`src/rtl/ptr_load_pkg.sv`:
```
package ptr_load_pkg;
    localparam int PTR_W_DEF  = 16;
    localparam int DATA_W_DEF = 8;
    localparam int OFF_W_DEF  = 6;

    typedef enum logic [1:0] {
        AM_PRE_INC  = 2'b00,
        AM_PRE_DEC  = 2'b01,
        AM_POST_INC = 2'b10,
        AM_POST_DEC = 2'b11
    } am_mode_e;
endpackage

```
`src/rtl/ptr_addr_calc.sv`:
```
module ptr_addr_calc
    import ptr_load_pkg::*;
#(
    parameter int PTR_W = PTR_W_DEF,
    parameter int OFF_W = OFF_W_DEF
) (
    input  logic [PTR_W-1:0] ptr_cur,
    input  logic             offset_form,
    input  logic [1:0]       mode,
    input  logic [OFF_W-1:0] offset,
    output logic [PTR_W-1:0] eff_addr,
    output logic [PTR_W-1:0] ptr_next,
    output logic             ptr_write
);
    localparam int EXT_W = PTR_W - OFF_W;

    logic [PTR_W-1:0] off_ext;
    logic [PTR_W-1:0] ptr_up;
    logic [PTR_W-1:0] ptr_dn;

    always_comb begin
        off_ext = {{EXT_W{offset[OFF_W-1]}}, offset};
        // Arithmetic wraps naturally at PTR_W bits.
        ptr_up  = ptr_cur + PTR_W'(1);
        ptr_dn  = ptr_cur - PTR_W'(1);
        if (offset_form) begin
            eff_addr  = ptr_cur + off_ext;
            ptr_next  = ptr_cur;
            ptr_write = 1'b0;
        end else begin
            ptr_write = 1'b1;
            unique case (am_mode_e'(mode))
                AM_PRE_INC: begin
                    eff_addr = ptr_up;
                    ptr_next = ptr_up;
                end
                AM_PRE_DEC: begin
                    eff_addr = ptr_dn;
                    ptr_next = ptr_dn;
                end
                AM_POST_INC: begin
                    eff_addr = ptr_cur;
                    ptr_next = ptr_up;
                end
                default: begin
                    eff_addr = ptr_cur;
                    ptr_next = ptr_dn;
                end
            endcase
        end
    end
endmodule

```
`src/rtl/ptr_bank.sv`:
```
module ptr_bank
    import ptr_load_pkg::*;
#(
    parameter int PTR_W = PTR_W_DEF,
    parameter int NPTR  = 2,
    localparam int SEL_W = (NPTR > 1) ? $clog2(NPTR) : 1
) (
    input  logic                        clk,
    input  logic                        rst_n,
    input  logic                        upd_en,
    input  logic [SEL_W-1:0]            upd_sel,
    input  logic [PTR_W-1:0]            upd_val,
    input  logic [NPTR-1:0]             ld_en,
    input  logic [NPTR-1:0][PTR_W-1:0]  ld_data,
    output logic [NPTR-1:0][PTR_W-1:0]  ptr_all
);
    typedef struct packed {
        logic [NPTR-1:0][PTR_W-1:0] ptr;
    } bank_t;

    bank_t st_d, st_q;

    always_comb begin
        st_d = st_q;
        for (int i = 0; i < NPTR; i++) begin
            if (ld_en[i]) begin
                st_d.ptr[i] = ld_data[i];
            end else if (upd_en && (upd_sel == SEL_W'(i))) begin
                st_d.ptr[i] = upd_val;
            end
        end
    end

    always_ff @(posedge clk or negedge rst_n) begin
        if (!rst_n) st_q <= '0;
        else        st_q <= st_d;
    end

    assign ptr_all = st_q.ptr;

    genvar g;
    generate
        for (g = 0; g < NPTR; g++) begin : g_chk
            // direct load wins over any update
            a_r10_load_priority: assert property (@(posedge clk) disable iff (!rst_n)
                ld_en[g] |=> ptr_all[g] == $past(ld_data[g]));
            // untouched pointer keeps its value
            a_r9_idle_hold: assert property (@(posedge clk) disable iff (!rst_n)
                (!ld_en[g] && !(upd_en && upd_sel == SEL_W'(g))) |=> $stable(ptr_all[g]));
        end
    endgenerate
endmodule

```
`src/rtl/acc_flags.sv`:
```
module acc_flags
    import ptr_load_pkg::*;
#(
    parameter int DATA_W = DATA_W_DEF
) (
    input  logic              clk,
    input  logic              rst_n,
    input  logic              load,
    input  logic [DATA_W-1:0] data_in,
    output logic [DATA_W-1:0] w_q,
    output logic              z_q
);
    typedef struct packed {
        logic [DATA_W-1:0] w;
        logic              z;
    } acc_t;

    acc_t st_d, st_q;

    always_comb begin
        st_d = st_q;
        if (load) begin
            st_d.w = data_in;
            st_d.z = (data_in == '0);
        end
    end

    always_ff @(posedge clk or negedge rst_n) begin
        if (!rst_n) st_q <= '0;
        else        st_q <= st_d;
    end

    assign w_q = st_q.w;
    assign z_q = st_q.z;

    // no load, no change
    a_r8_acc_hold: assert property (@(posedge clk) disable iff (!rst_n)
        !load |=> $stable(w_q) && $stable(z_q));
endmodule

```
`src/rtl/ptr_load_unit.sv`:
```
module ptr_load_unit
    import ptr_load_pkg::*;
#(
    parameter int PTR_W  = PTR_W_DEF,
    parameter int DATA_W = DATA_W_DEF,
    parameter int OFF_W  = OFF_W_DEF
) (
    input  logic              clk,
    input  logic              rst_n,
    input  logic              op_valid,
    input  logic              op_sel,
    input  logic              op_offset_form,
    input  logic [1:0]        op_mode,
    input  logic [OFF_W-1:0]  op_offset,
    output logic [PTR_W-1:0]  mem_addr,
    input  logic [DATA_W-1:0] mem_rdata,
    output logic [DATA_W-1:0] w_out,
    output logic              z_out,
    input  logic [1:0]        ptr_ld_en,
    input  logic [PTR_W-1:0]  ptr0_ld_data,
    input  logic [PTR_W-1:0]  ptr1_ld_data,
    output logic [PTR_W-1:0]  ptr0_out,
    output logic [PTR_W-1:0]  ptr1_out
);
    localparam int NPTR = 2;

    logic [NPTR-1:0][PTR_W-1:0] ptr_all;
    logic [NPTR-1:0][PTR_W-1:0] ld_data;
    logic [PTR_W-1:0]           ptr_cur;
    logic [PTR_W-1:0]           ptr_next;
    logic                       ptr_write;

    assign ld_data  = {ptr1_ld_data, ptr0_ld_data};
    assign ptr_cur  = ptr_all[op_sel];
    assign ptr0_out = ptr_all[0];
    assign ptr1_out = ptr_all[1];

    ptr_addr_calc #(.PTR_W(PTR_W), .OFF_W(OFF_W)) u_calc (
        .ptr_cur     (ptr_cur),
        .offset_form (op_offset_form),
        .mode        (op_mode),
        .offset      (op_offset),
        .eff_addr    (mem_addr),
        .ptr_next    (ptr_next),
        .ptr_write   (ptr_write)
    );

    ptr_bank #(.PTR_W(PTR_W), .NPTR(NPTR)) u_bank (
        .clk     (clk),
        .rst_n   (rst_n),
        .upd_en  (op_valid && ptr_write),
        .upd_sel (op_sel),
        .upd_val (ptr_next),
        .ld_en   (ptr_ld_en),
        .ld_data (ld_data),
        .ptr_all (ptr_all)
    );

    acc_flags #(.DATA_W(DATA_W)) u_acc (
        .clk     (clk),
        .rst_n   (rst_n),
        .load    (op_valid),
        .data_in (mem_rdata),
        .w_q     (w_out),
        .z_q     (z_out)
    );

    // W takes the byte read in the strobe cycle
    a_r7_w_load: assert property (@(posedge clk) disable iff (!rst_n)
        op_valid |=> w_out == $past(mem_rdata));
    // Z mirrors zero-ness of the moved byte
    a_r7_z_from_byte: assert property (@(posedge clk) disable iff (!rst_n)
        op_valid |=> z_out == ($past(mem_rdata) == '0));
    // offset form leaves the selected pointer alone
    a_r5_offset_keeps_ptr: assert property (@(posedge clk) disable iff (!rst_n)
        (op_valid && op_offset_form && !ptr_ld_en[op_sel])
            |=> ptr_all[$past(op_sel)] == $past(ptr_cur));
endmodule

```
`config.mk`:
```
export PLATFORM = sky130hd
export DESIGN_NAME = ptr_load_unit
export DESIGN_NICKNAME = d
export VERILOG_FILES = /design/src/rtl/ptr_load_pkg.sv /design/src/rtl/ptr_addr_calc.sv /design/src/rtl/ptr_bank.sv /design/src/rtl/acc_flags.sv /design/src/rtl/ptr_load_unit.sv
export SDC_FILE = /design/constraint.sdc
export NUM_CORES = 1
export LEC_CHECK = 0
export ABC_AREA = 1
export BUFFER_PORTS_ARGS = -buffer_cell sky130_fd_sc_hd__buf_2
export CAP_MARGIN = 20
export CORE_ASPECT_RATIO = 2
export CORE_UTILIZATION = 50
export DETAILED_ROUTE_END_ITERATION = 10
export GPL_TIMING_DRIVEN = 0
export HOLD_SLACK_MARGIN = 0.1
export PLACE_DENSITY = 0.75
export SLEW_MARGIN = 10
export SYNTH_ARGS = -nofsm -noshare
export SYNTH_HDL_FRONTEND = slang
export SYNTH_SLANG_ARGS = --single-unit
```
`constraint.sdc`:
```
create_clock -name clk -period 3.3 [get_ports clk]
set_clock_uncertainty 0.1 [all_clocks]
set_input_delay 0.33 -clock clk [delete_from_list [all_inputs] [get_ports clk]]
set_output_delay 0.33 -clock clk [all_outputs]
set_load 0.05 [all_outputs]
```
==> summary.md <==
| Metric | Value |
|---|---|
| Status | `complete, but fails checks` |
| Violated checks | `design-rule violations` |
| Tot Pwr | `2.50 mW` |
| Clk slew on worst S/H paths | `0.06 ns` |
| Post-DP HPWL | `14500 um` |
| Cell Rows | `49` |
| Port buffer count | `105` |
| Crit Path Max Fanout | `6` |
| CTS Buffer Depth | `2` |
| Die width | `70.7 um` |
| Syn_nets | `870` |
| FMAX | `0.313 GHz` |
| Placer congestion estimate | `1.01` |
| CP peak stage delay | `0.40 ns` |
| Cell with the most instances after synthesis | `nand2_1` |
| Required @ worst endpoint | `2.87 ns` |
| Number of CTS-inserted buffers | `5` |
| Post-synthesis cell area | `4710 um2` |
| Vert. Die Dim | `139 um` |
| Vias in the first global route | `5750` |
| Worst Reg-to-Reg Cells | `11` |
| Cts hold-fix bufs | `0` |
| Area share of the largest cell type after synthesis | `25.5%` |
| Crit path cell chain | `nand2_1 -> nand2_4 -> ha_1 -> inv_1 -> fa_1 -> inv_1 -> nand3_1 -> nand2_2 -> a21oi_1 -> inv_1 -> nand4_1 -> nand2_1 -> xor2_1 -> nand2_1 -> nand2_1 -> buf_6` |
| IO Pins | `112` |
| Via count | `5652` |
| EDFF count, synth | `0` |
| Overflow after GRT | `0` |
| Multi-input gate area | `3200 um2` |
| Slew headroom | `37.7%` |
| Worst min path class | `in -> async` |
| Yosys cell types | `43` |
| Post-Synthesis Mean Instance Area | `5.91 um2` |
| Routed WL per cell | `17.5 um` |
| Drt pass-1 iters | `9` |
| Max-slew violations | `0` |
| Final Routed Wirelength | `17800 um` |
| Layout cell share with drive strength beyond 1 | `19.2%` |
| GR Util All Layers | `37.3%` |
| CTS tree | `yes` |
| Sequential Area | `1030 um2` |
| Yosys reg bits | `41` |
| CP max stage cell | `fa_1` |
| Mapped Cells | `797` |
| Min Tclk post-route | `3.20 ns` |
| Setup Viol. Count Final | `0` |
| Critical path's top delay family | `simple AND/OR/NAND/NOR gates` |
| Area Growth Syn to Fin | `18.2%` |
| Root buf cell | `clkbuf_16` |
| Htree depth | `2` |
| CORE AREA | `9070 um2` |
| Setup TNS | `0 ns` |
| Top cells by area in the synthesized netlist | `nand2_1 (25%), dfrtp_1 (22%), nand3_1 (7.0%)` |
| Worst r2r dst | `u_bank.ptr_all[4]` |
| Fin. Hold Viols | `0` |
| Initial core utilization | `51.9%` |
| Fin crit share | `96.9%` |
| Worst VDD drop | `0.000532 V` |
| Sequential element share of the synthesized area | `21.8%` |
| Largest area contributor in the netlist | `nand2_1` |
| Cell Pwr Density | `449 nW/um2` |
| Setup CP Type | `reg -> out` |
| Vias/cell | `5.58` |
| Ys flop type | `dfrtp_1` |
| Startpoint types | `register` |
| Synth warn | `0` |
| Clock Sinks | `41` |
| Leakage power | `3.07 nW` |
| DIE AREA | `9840 um2` |
| Crit path buf inv count | `4` |
| Max-Cap Viols | `0` |
| Reg-to-reg startpoint | `u_bank.ptr_all[17]` |
| Worst Setup End Kind | `primary output` |
| Arr. time, crit path | `2.77 ns` |
| ANT cells | `0` |
| DRT iter0 DRCs | `480` |
| First-pass GRT wire length | `28400 um` |
| Fillers | `937` |
| Async S/R FF share, synth | `100%` |
| Largest net degree at the start of global routing | `42` |
| Initial antenna violation count | `0` |
| Net count, final | `983` |
| Synth cell count leaders | `nand2_1 (320), inv_1 (87), nand3_1 (66)` |
| Top cell by count, worst path | `nand2_1` |
| ANT nets after route | `0` |
| Worst-skew pair later-pin latency | `0.29 ns` |
| DRC | `8` |
| Slew @ Worst Pin | `0.935 ns` |
| Register-to-register setup slack | `0.97 ns` |
==> through the flow <==
step                      utilization, %  instances  setup slack, ns  instance area [um2]  hold slack, ns
after detailed placement            59.1       1004          -0.0208                 5370           0.359
after CTS                           61.1       1012           0.0245                 5550           0.104
final                               61.4       1013            0.101                 5570          0.0760
after global routing                61.4       1013         -0.00528                 5570           0.164
after global placement              59.1       1004          -0.0336                 5370           0.353
after floorplan                        -        797            0.108                 4710         -0.0656
==> logic make-up (layout without fill, tap and decap cells) <==
family                     after synthesis  in the layout  synth area share (%)
and+or+nand+nor                        490            490                  45.3
buffers and inverters                  118            232                  10.6
AOI/OAI and AO/OA                      112            112                  14.1
DFF                                     41             41                  21.8
adders and majority gates               18             18                  4.94
xor gates and xnor gates                18             18                  3.34
==> layout by cell type (no fill, tap or decap), types with 2 or more instances in the layout <==
cell / count
buf_6: 5
ha_1: 17
buf_4: 2
o211ai_1: 7
a21o_1: 2
nor3_1: 4
nor2_1: 47
nor2_2: 7
or2_2: 2
a21oi_1: 26
xor2_1: 13
clkbuf_1: 16
buf_2: 108
o21ai_0: 40
xnor2_1: 5
a21boi_0: 2
nand2_4: 8
inv_1: 87
nand3_1: 66
nand2_2: 18
o21ai_2: 3
clkbuf_16: 5
dfrtp_1: 41
nor2_4: 6
nand4_1: 10
o21bai_1: 5
nand2_1: 319
o21ai_4: 2
o221ai_1: 3
clkinv_1: 2
o21ai_1: 15
==> timing repair <==
action	in CTS	in global routing
setup buffers	0	1
pin swaps	0	1
resized for setup	2	6
setup endpoints to repair	2	5
==> worst reg2reg max path, cell delays in order (launching register included) <==
cell	delay [ns]
dfrtp_1	0.39
nand2_1	0.09
nand2_2	0.15
inv_1	0.15
ha_1	0.25
inv_1	0.17
nor2_4	0.23
xor2_1	0.08
o21ai_0	0.27
nand2_1	0.14
o211ai_1	0.13
nand2_1	0.07
==> state kept, by name, indices dropped and copies added (netlist names) <==
signal / count
u_bank.ptr_all: 32
u_acc.z_q: 1
u_acc.w_q: 8
==> how the worst max path moves through the flow <==
stage,start,end,slack (ns),cells past startpoint
floorplan,u_bank.ptr_all[16],mem_addr[10],0.11,12
global placement,op_sel,mem_addr[11],-0.03,12
detailed placement,op_sel,mem_addr[11],-0.02,12
CTS,u_bank.ptr_all[10],mem_addr[11],0.02,11
global route,u_bank.ptr_all[16],mem_addr[8],-0.005,14
finish,u_bank.ptr_all[16],mem_addr[14],0.10,16
==> layer usage <==
metal / vias to the layer above / routed length, um / global-route usage (%)
met2: 273 / 9470 / 70.0
met5: - / 0 / 0
li1: 2773 / - / -
met4: 0 / 1400 / 27.9
met3: 86 / 847 / 4.06
met1: 2520 / 6040 / 36.4
==> power breakdown <==
part           total, mW  leakage [nW]  switching (mW)  internal (mW)
clock network      0.588        0.0831           0.210          0.378
logic               1.32          2.49           0.963          0.353
registers          0.596         0.499          0.0429          0.553
==> area by class of cell <==
type | instances | area share, %
plain buffers | 27 | 2.74
clock buffers | 6 | 2.49
clock inverters | 2 | 0.674
inverters | 91 | 6.22
multi-input cells | 638 | 57.5
flip-flops and latches | 41 | 18.4
well taps | 102 | 2.29
repair buffers | 106 | 9.72
(Power assumes the default switching activity.)
